--- src/rtl/eic_pkg.sv ---
package eic_pkg;
    localparam int unsigned ADDR_W = 12;
    localparam int unsigned DATA_W = 32;
    localparam int unsigned CODE_W = 4;

    localparam logic [ADDR_W-1:0] OFS_REQ    = 12'h000;
    localparam logic [ADDR_W-1:0] OFS_EN_CLR = 12'h004;
    localparam logic [ADDR_W-1:0] OFS_EN_SET = 12'h008;
    localparam logic [ADDR_W-1:0] OFS_DET    = 12'h100;
    localparam logic [ADDR_W-1:0] OFS_MON    = 12'h104;
    localparam logic [ADDR_W-1:0] OFS_CFG    = 12'h180;

    localparam logic [CODE_W-1:0] SNS_LOW  = 4'h1;
    localparam logic [CODE_W-1:0] SNS_HIGH = 4'h2;
    localparam logic [CODE_W-1:0] SNS_FALL = 4'h4;
    localparam logic [CODE_W-1:0] SNS_RISE = 4'h8;
endpackage

--- src/rtl/eic_sync.sv ---
module eic_sync #(
    parameter int unsigned WIDTH = 32
) (
    input  logic             clk,
    input  logic             rst_n,
    input  logic [WIDTH-1:0] async_in,
    output logic [WIDTH-1:0] sync_out
);
    logic [WIDTH-1:0] stage1_q;
    logic [WIDTH-1:0] stage2_q;

    always_ff @(posedge clk or negedge rst_n) begin
        if (!rst_n) begin
            stage1_q <= '0;
            stage2_q <= '0;
        end else begin
            stage1_q <= async_in;
            stage2_q <= stage1_q;
        end
    end

    assign sync_out = stage2_q;
endmodule

--- src/rtl/eic_sense.sv ---
module eic_sense
    import eic_pkg::*;
(
    input  logic [CODE_W-1:0] code,
    input  logic              cur,
    input  logic              prev,
    output logic              hit
);
    logic edge_mode;

    always_comb begin
        edge_mode = (code[1:0] == 2'b00);
        hit = ((code == SNS_LOW)  && !cur)
            | ((code == SNS_HIGH) &&  cur)
            | (edge_mode && code[2] &&  prev && !cur)
            | (edge_mode && code[3] && !prev &&  cur);
    end
endmodule

--- src/rtl/ext_irq_ctrl.sv ---
module ext_irq_ctrl
    import eic_pkg::*;
#(
    parameter int unsigned NUM_LINES = 32
) (
    input  logic              clk,
    input  logic              rst_n,
    input  logic              reg_wr_en,
    input  logic [11:0]       reg_addr,
    input  logic [31:0]       reg_wdata,
    output logic [31:0]       reg_rdata,
    input  logic [31:0]       pin_in,
    output logic [31:0]       irq_out
);
    localparam int unsigned IDX_W = 5;

    typedef struct packed {
        logic [NUM_LINES-1:0]             en;
        logic [NUM_LINES-1:0]             st;
        logic [NUM_LINES-1:0]             prev;
        logic [NUM_LINES-1:0][CODE_W-1:0] cfg;
    } state_t;

    state_t               cur_q;
    state_t               nxt_d;
    logic [NUM_LINES-1:0] sync_lvl;
    logic [NUM_LINES-1:0] hit_vec;
    logic                 cfg_sel;
    logic [IDX_W-1:0]     cfg_idx;
    logic [NUM_LINES-1:0] wmask;
    logic [NUM_LINES-1:0] status_vec;
    logic [NUM_LINES-1:0] enable_vec;

    eic_sync #(.WIDTH(NUM_LINES)) u_sync (
        .clk      (clk),
        .rst_n    (rst_n),
        .async_in (pin_in[NUM_LINES-1:0]),
        .sync_out (sync_lvl)
    );

    for (genvar g = 0; g < NUM_LINES; g++) begin : g_line
        eic_sense u_sense (
            .code (cur_q.cfg[g]),
            .cur  (sync_lvl[g]),
            .prev (cur_q.prev[g]),
            .hit  (hit_vec[g])
        );
    end

    assign cfg_sel = (reg_addr[11:7] == OFS_CFG[11:7]) && (reg_addr[1:0] == 2'b00);
    assign cfg_idx = reg_addr[6:2];
    assign wmask   = reg_wdata[NUM_LINES-1:0];

    always_comb begin
        nxt_d      = cur_q;
        nxt_d.prev = sync_lvl;
        if (reg_wr_en && reg_addr == OFS_DET) begin
            nxt_d.st = (cur_q.st | hit_vec) & ~wmask;
        end else begin
            nxt_d.st = cur_q.st | hit_vec;
        end
        if (reg_wr_en && reg_addr == OFS_EN_CLR) begin
            nxt_d.en = cur_q.en & ~wmask;
        end
        if (reg_wr_en && reg_addr == OFS_EN_SET) begin
            nxt_d.en = cur_q.en | wmask;
        end
        for (int i = 0; i < NUM_LINES; i++) begin
            if (reg_wr_en && cfg_sel && cfg_idx == IDX_W'(i)) begin
                nxt_d.cfg[i] = reg_wdata[CODE_W-1:0];
            end
        end
    end

    always_ff @(posedge clk or negedge rst_n) begin
        if (!rst_n) begin
            cur_q <= '0;
        end else begin
            cur_q <= nxt_d;
        end
    end

    always_comb begin
        reg_rdata = '0;
        case (reg_addr)
            OFS_REQ:                reg_rdata[NUM_LINES-1:0] = cur_q.st & cur_q.en;
            OFS_EN_CLR, OFS_EN_SET: reg_rdata[NUM_LINES-1:0] = cur_q.en;
            OFS_DET:                reg_rdata[NUM_LINES-1:0] = cur_q.st;
            OFS_MON:                reg_rdata[NUM_LINES-1:0] = sync_lvl;
            default: begin
                for (int i = 0; i < NUM_LINES; i++) begin
                    if (cfg_sel && cfg_idx == IDX_W'(i)) begin
                        reg_rdata[CODE_W-1:0] = cur_q.cfg[i];
                    end
                end
            end
        endcase
    end

    assign status_vec = cur_q.st;
    assign enable_vec = cur_q.en;

    always_comb begin
        irq_out = '0;
        irq_out[NUM_LINES-1:0] = cur_q.st & cur_q.en;
    end
endmodule

--- config.mk ---
export PLATFORM = sky130hd
export DESIGN_NAME = ext_irq_ctrl
export DESIGN_NICKNAME = d
export VERILOG_FILES = /design/src/rtl/eic_pkg.sv /design/src/rtl/eic_sync.sv /design/src/rtl/eic_sense.sv /design/src/rtl/ext_irq_ctrl.sv
export SDC_FILE = /design/constraint.sdc
export NUM_CORES = 1
export LEC_CHECK = 0
export ABC_AREA = 1
export CAP_MARGIN = 20
export CORE_MARGIN = 8
export CORE_UTILIZATION = 55
export CTS_BUF_LIST = sky130_fd_sc_hd__clkbuf_16
export CTS_CLUSTER_SIZE = 30
export DETAILED_ROUTE_END_ITERATION = 10
export DONT_BUFFER_PORTS = 1
export GPL_TIMING_DRIVEN = 0
export PLACE_DENSITY = 0.7
export RECOVER_POWER = 100
export SETUP_SLACK_MARGIN = 0.3
export SLEW_MARGIN = 20
export SYNTH_ARGS = -nofsm -noshare
export SYNTH_HDL_FRONTEND = slang
export SYNTH_SLANG_ARGS = --single-unit
--- constraint.sdc ---
create_clock -name clk -period 5.7 [get_ports clk]
set_clock_uncertainty 0.1 [all_clocks]
set_input_delay 0.285 -clock clk [delete_from_list [all_inputs] [get_ports clk]]
set_output_delay 0.285 -clock clk [all_outputs]
set_load 0.1 [all_outputs]
## Yosys cells after proc, flatten, opt, wreduce, memory -nomap -nowiden

Index checks and enable logic that the tools add are counted.

| word-level totals | value |
|---|---|
| word-level logic and storage cells | 702 |
| bits in writable memories | 0 |
| ROM bits | 0 |
| flip-flop bits (word level) | 288 |
| memories | 0 |
| output and inout bits | 64 |
| bits in latches | 0 |
| input port bits | 79 |

| cells by class | value |
|---|---|
| shifts and indexed selects | 0 |
| reduce and logical (&&, ||, !) cells | 426 |
| divide/modulo/power cells | 0 |
| equality and inequality tests | 100 |
| mux-type cells | 37 |
| $mul | 0 |
| bitwise logic cells | 102 |
| $add $sub $neg | 0 |
| $lt $le $gt $ge | 0 |

Operators with widths:

| kind | number |
|---|---|
| 1-bit logical AND | 325 |
| 4-bit by 1-bit == test with 1-bit output (second input constant) | 32 |
| 4-bit by 2-bit == test with 1-bit output (second input constant) | 32 |
| 4-bit 2-to-1 mux | 32 |
| 28-bit one-hot mux with 4 select lines | 1 |
| 32-bit AND | 3 |
| 32-bit 2-to-1 mux | 3 |
| 1-bit bitwise OR | 96 |
| 5-bit == test (second input constant) | 16 |
| 2-bit zero test | 33 |
| 1-bit zero test | 64 |
| 32-bit bitwise OR | 2 |
| 5-bit by 4-bit == test with 1-bit output (second input constant) | 8 |
| 32-bit inverter | 1 |
| 12-bit by 9-bit == test with 1-bit output (second input constant) | 2 |
| 5-bit by 3-bit == test with 1-bit output (second input constant) | 4 |
| 4-bit one-hot mux with 4 select lines | 1 |
| 5-bit by 2-bit == test with 1-bit output (second input constant) | 3 |
| 12-bit by 3-bit == test with 1-bit output (second input constant) | 1 |
| 12-bit by 4-bit == test with 1-bit output (second input constant) | 1 |
| 12-bit zero test | 1 |
| 5-bit by 1-bit == test with 1-bit output (second input constant) | 1 |
| 5-bit zero test | 1 |
| 2-bit nonzero test | 1 |
| 2-bit OR reduction | 1 |

## Longest topological paths before layout

| logic depth | value |
|---|---|
| depth in word-level cells | 36 |
| gate-level depth with buffers | 42 |
| depth with buffers taken out | 42 |

## Hierarchy

A second synthesis with hierarchy kept.

| unflattened totals | value |
|---|---|
| cell total of the unflattened synthesis | 2,076 |
| area, all modules | 14,675.3 um2 |

By module, submodules not included:

| module | cells an instance | times used | seq. area each (um2) | area each (um2) |
|---|---|---|---|---|
| ext_irq_ctrl | 1,436 | 1 | 5,605.4 | 10,831.6 |
| eic_sense | 18 | 32 | 0.0 | 70.1 |
| eic_sync | 64 | 1 | 1,601.5 | 1,601.5 |

## Worst setup path before layout

Ideal clock, no wire load.

| timing | value |
|---|---|
| path kind | in2out |
| start point | in reg_addr[1] |
| end point | out reg_rdata[3] |
| arrival | 3.184 ns |
| setup slack | 2.131 ns |
| buffers on the path | 1 |
| data required time | 5.315 ns |
| cell stages on the path | 40 |
| path through | nor2_2 -> nand2_1 -> nor2_4 -> buf_6 -> nand4_1 -> nand2_1 -> inv_1 -> nand2_1 -> nand2_1 -> nand2_1 -> nand2_1 -> nand2_1 -> nand2_1 -> nand2_1 -> nand2_1 -> nand2_1 -> nand2_1 -> nand2_1 -> [4 not listed] -> nand2_1 -> nand2_1 -> nand2_1 -> nand2_1 -> nand2_1 -> nand2_1 -> nand2_1 -> nand2_1 -> nand2_1 -> nand2_1 -> nand2_1 -> nand2_1 -> nand2_1 -> nand2_1 -> nand2_1 -> nand2_1 -> nand2_1 -> a21oi_2 |

| between the ends | value |
|---|---|
| cells in the longest elaborated chain, start to end | 36 |

RTL lines:

| what | RTL line | RTL |
|---|---|---|
| from (decl) | ext_irq_ctrl.sv:9 | `input logic [11:0] reg_addr,` |
| 2-bit zero test | ext_irq_ctrl.sv:50 | `assign cfg_sel = (reg_addr[11:7] == OFS_CFG[11:7]) && (reg_addr[1:0] == 2'b00);` |
| 1-bit logical AND | ext_irq_ctrl.sv:50 |  |
| 1-bit logical AND | ext_irq_ctrl.sv:92 | `if (cfg_sel && cfg_idx == IDX_W'(i)) begin` |
| 4-bit 2-to-1 mux (32 in series) | ext_irq_ctrl.sv:92 |  |
| 4-bit one-hot mux with 4 select lines (*) | ext_irq_ctrl.sv:85 | `case (reg_addr)` |
| to (decl) | ext_irq_ctrl.sv:11 | `output logic [31:0] reg_rdata,` |

Every way passes the cells marked *; elsewhere a longest branch is shown, timed or not.

## Worst setup path in the final report

| timing | value |
|---|---|
| start point | in reg_addr[5] |
| end point | out reg_rdata[2] |

| between the ends | value |
|---|---|
| cells in the longest elaborated chain, start to end | 35 |

RTL lines:

| what | RTL line |
|---|---|
| 5-bit zero test | ext_irq_ctrl.sv:92 |
| 1-bit logical AND | ext_irq_ctrl.sv:92 |
| 4-bit 2-to-1 mux (32 in series) | ext_irq_ctrl.sv:92 |
| 4-bit one-hot mux with 4 select lines (*) | ext_irq_ctrl.sv:85 |

Marked as above.

==> metrics <==
status=finished, violations left; violated checks=hold timing, capacitance limit, slew limit; TritonCTS buffer count=31; TNS Setup=0 ns; CTS tree=built; hold crit path type=input pin to asynchronous set/reset pin; total of max-cap violations=10; Post-Place Cell Area=14200 sq um; Synth top area share=53.7%; input/output buffers=0; Slew Limit Fails=10; share of layout cells above drive strength 1=5.30%; Worst EP required=5.32 ns; cts hold-fix bufs=63; Finished Core Util=63.9%; first-pass GRT wire length=65.0 mm; CTS resizes=0; max_slew headroom=-44.7%; Die Area=29600 sq um; Area Overhead vs Synth=14.9%; RSZ-0062 raised after global routing=no; syn_area_per_cell=8.32 sq um; register area share after synthesis=53.7%; static leakage=6.88 nW; register area=7210 sq um; CTS H-tree lvls=1; DRT Pass-1 Iters=6; YS warnings=0; Worst-Margin Slew=2.21 ns; Die Ht=172 um; I/O pin total=143; area leader, netlist=dfrtp_1; drt total wl=41.8 mm; initial drt markers=1220; multi-input logic area=5080 sq um; fin crit share=84.8%; WL/cell=20.3 um; Synth Area in Adders=0%; post-layout net count=1791; Worst EP arrival=4.45 ns; DRC violations left=0; grt total ovfl=0; Post-Synth XOR/XNOR Area=0%; power per cell area=269 nW/um^2; Vias/cell=5.90; Antenna Nets Post-Route=0; Fmax achieved=0.207 GHz; Hold WS=-0.683 ns; top cells by area, synth=dfrtp_1, o21ai_0, nand2_1; insertion delay to the later sink of the worst-skew pair=0.57 ns; core area=24100 sq um; Compound-Gate Fraction of Synth Area=20.1%; Final WS setup=0.869 ns; R2R Setup Slk=4.35 ns; #FFs+latches synth=288; fin area=15400 sq um; Reg2Reg Depth=7; simple-gate area share of the yosys netlist=17.7%; Setup CP Type=input pin to primary output; vias in the first global route=11800; placed insts=1940; slowest stage cell, crit path=nor3_1; Crit Path Max Fanout=10; Die X=172 um; largest family of logic cells by synthesized area=compound AO/OA/AOI/OAI gates; Post-CTS Setup Inserts=0; Critical R2R Launch=cur_q[127]$_DFFE_PN0P_; worst r2r dst=status_vec[31]$_DFF_PN0_; cell mode on critical path=nor2_1; Synth Net Count=1691; initial core utilization=55.6%; vias=12200; Root Buffer=clkbuf_16; antenna violations before repair=2; row count=57; Worst setup EP type=primary output; Post-Layout Cell Count=2061; fin crit period=4.83 ns; routability cong.=0.971; hpwl dp=28.9 mm; Placement Setup Slack=1.35 ns; Clock transition at path regs=0.06 ns; pin count of the biggest net entering global routing=289; post-synthesis mux area share=0%; maximum vdd ir drop=0.253 mV; Mapped Cells=1612; Total GRT Usage=28.4%; Fill cells=2075; Hold Vio Cnt, Final=288; Longest Clk Path Bufs=3; Yosys cell types=38; mapped cell area=13400 sq um; startpoint types=input pin; setup violators final=0; worst-path cell chain=nor2_1 > nand2_1 > nor2_1 > inv_1 > nor2_1 > nand2_1 > nor3_1 > clkbuf_1 > a221oi_1 > nand4_1 > clkbuf_1; Critical Path Max Stage Delay=0.98 ns; Clock Sinks=288
==> through the flow <==
step,hold slack [ns],total power [mW]
after floorplan,-0.111,2.22
after detailed placement,-0.0970,2.26
after global placement,-0.0957,2.26
after global routing,-0.688,4.27
final,-0.683,4.15
after CTS,-0.685,4.16
==> placed cells by master (no fill, tap or decap), types with 6 or more instances in the layout <==
cell,synthesis,layout
nor2_1,121,118
nor2_2,7,12
nand3_1,97,97
clkinv_1,1,12
a221o_1,7,7
o22ai_1,58,58
inv_2,8,6
nand2_1,261,263
clkbuf_1,35,40
clkinv_2,1,8
dfrtp_1,288,288
clkbuf_16,0,31
and3_1,10,10
nor3_1,9,9
nand4_1,25,25
a221oi_1,8,8
o221ai_1,13,11
a31oi_1,8,8
a22oi_1,11,11
o21ai_0,295,295
a31o_2,13,13
dlygate4sd3_1,0,63
a21oi_1,62,62
inv_1,240,247
==> per-layer routing <==
| metal | vias up | track usage [%] | wire length [um] |
|---|---|---|---|
| met1 | 5837 | 36.6 | 16900 |
| met3 | 126 | 6.48 | 3950 |
| met5 | - | 0 | 11 |
| met2 | 574 | 45.4 | 19100 |
| li1 | 5631 | - | - |
| met4 | 2 | 12.4 | 1910 |
==> worst max-delay path: cells and delay by family <==
family	cells	cell delay [ns]
AND/OR/NAND/NOR	7	2.07
buffers and inverters	3	1.83
AO/OA/AOI/OAI	1	0.25
==> how the worst max path moves through the flow <==
stage | from | to | slack, ns
floorplan | reg_addr[1] | reg_rdata[3] | 2.13
global placement | reg_addr[5] | reg_rdata[12] | 0.89
detailed placement | reg_addr[5] | reg_rdata[8] | 1.35
CTS | reg_addr[5] | reg_rdata[8] | 1.34
global route | reg_addr[11] | reg_rdata[3] | 0.58
finish | reg_addr[5] | reg_rdata[2] | 0.87
==> cells in the mapped netlist (all sizes together) <==
library cell,number
a22oi,11
o21ai,295
a211oi,2
a221o,7
nor2,132
buf,10
a31oi,8
nor3,9
or2,3
dfrtp,288
a221oi,8
clkbuf,35
a2111oi,1
a21oi,63
o21a,1
and3,10
nand3,97
o221ai,13
o2111ai,1
nand3b,3
clkinv,2
o22ai,58
nand2,267
inv,249
a31o,13
nand4,25
nor3b,1
==> cell families (layout without fill, tap and decap cells) <==
| group | after synthesis | count (layout) |
|---|---|---|
| other | 0 | 1 |
| and+or+nand+nor | 547 | 547 |
| AOI/OAI and AO/OA | 481 | 481 |
| buffers and inverters | 296 | 420 |
| DFF | 288 | 288 |
==> power breakdown <==
group,internal (mW),leakage (nW),switching [mW]
Sequential,2.09,3.64,0.0266
Clock,1.07,0.490,0.820
Combinational,0.0536,2.75,0.0945
==> area by class of cell <==
| cell class | count | share of cell area, % |
|---|---|---|
| Buffer | 45 | 1.14 |
| Sequential cell | 288 | 46.8 |
| Clock buffer | 31 | 5.03 |
| Multi-Input combinational cell | 1028 | 33.0 |
| Clock inverter | 26 | 1.06 |
| Antenna cell | 1 | 0.0162 |
| Timing Repair Buffer | 67 | 4.26 |
| Inverter | 251 | 6.14 |
| Tap cell | 324 | 2.63 |
(Power assumes the default switching activity.)
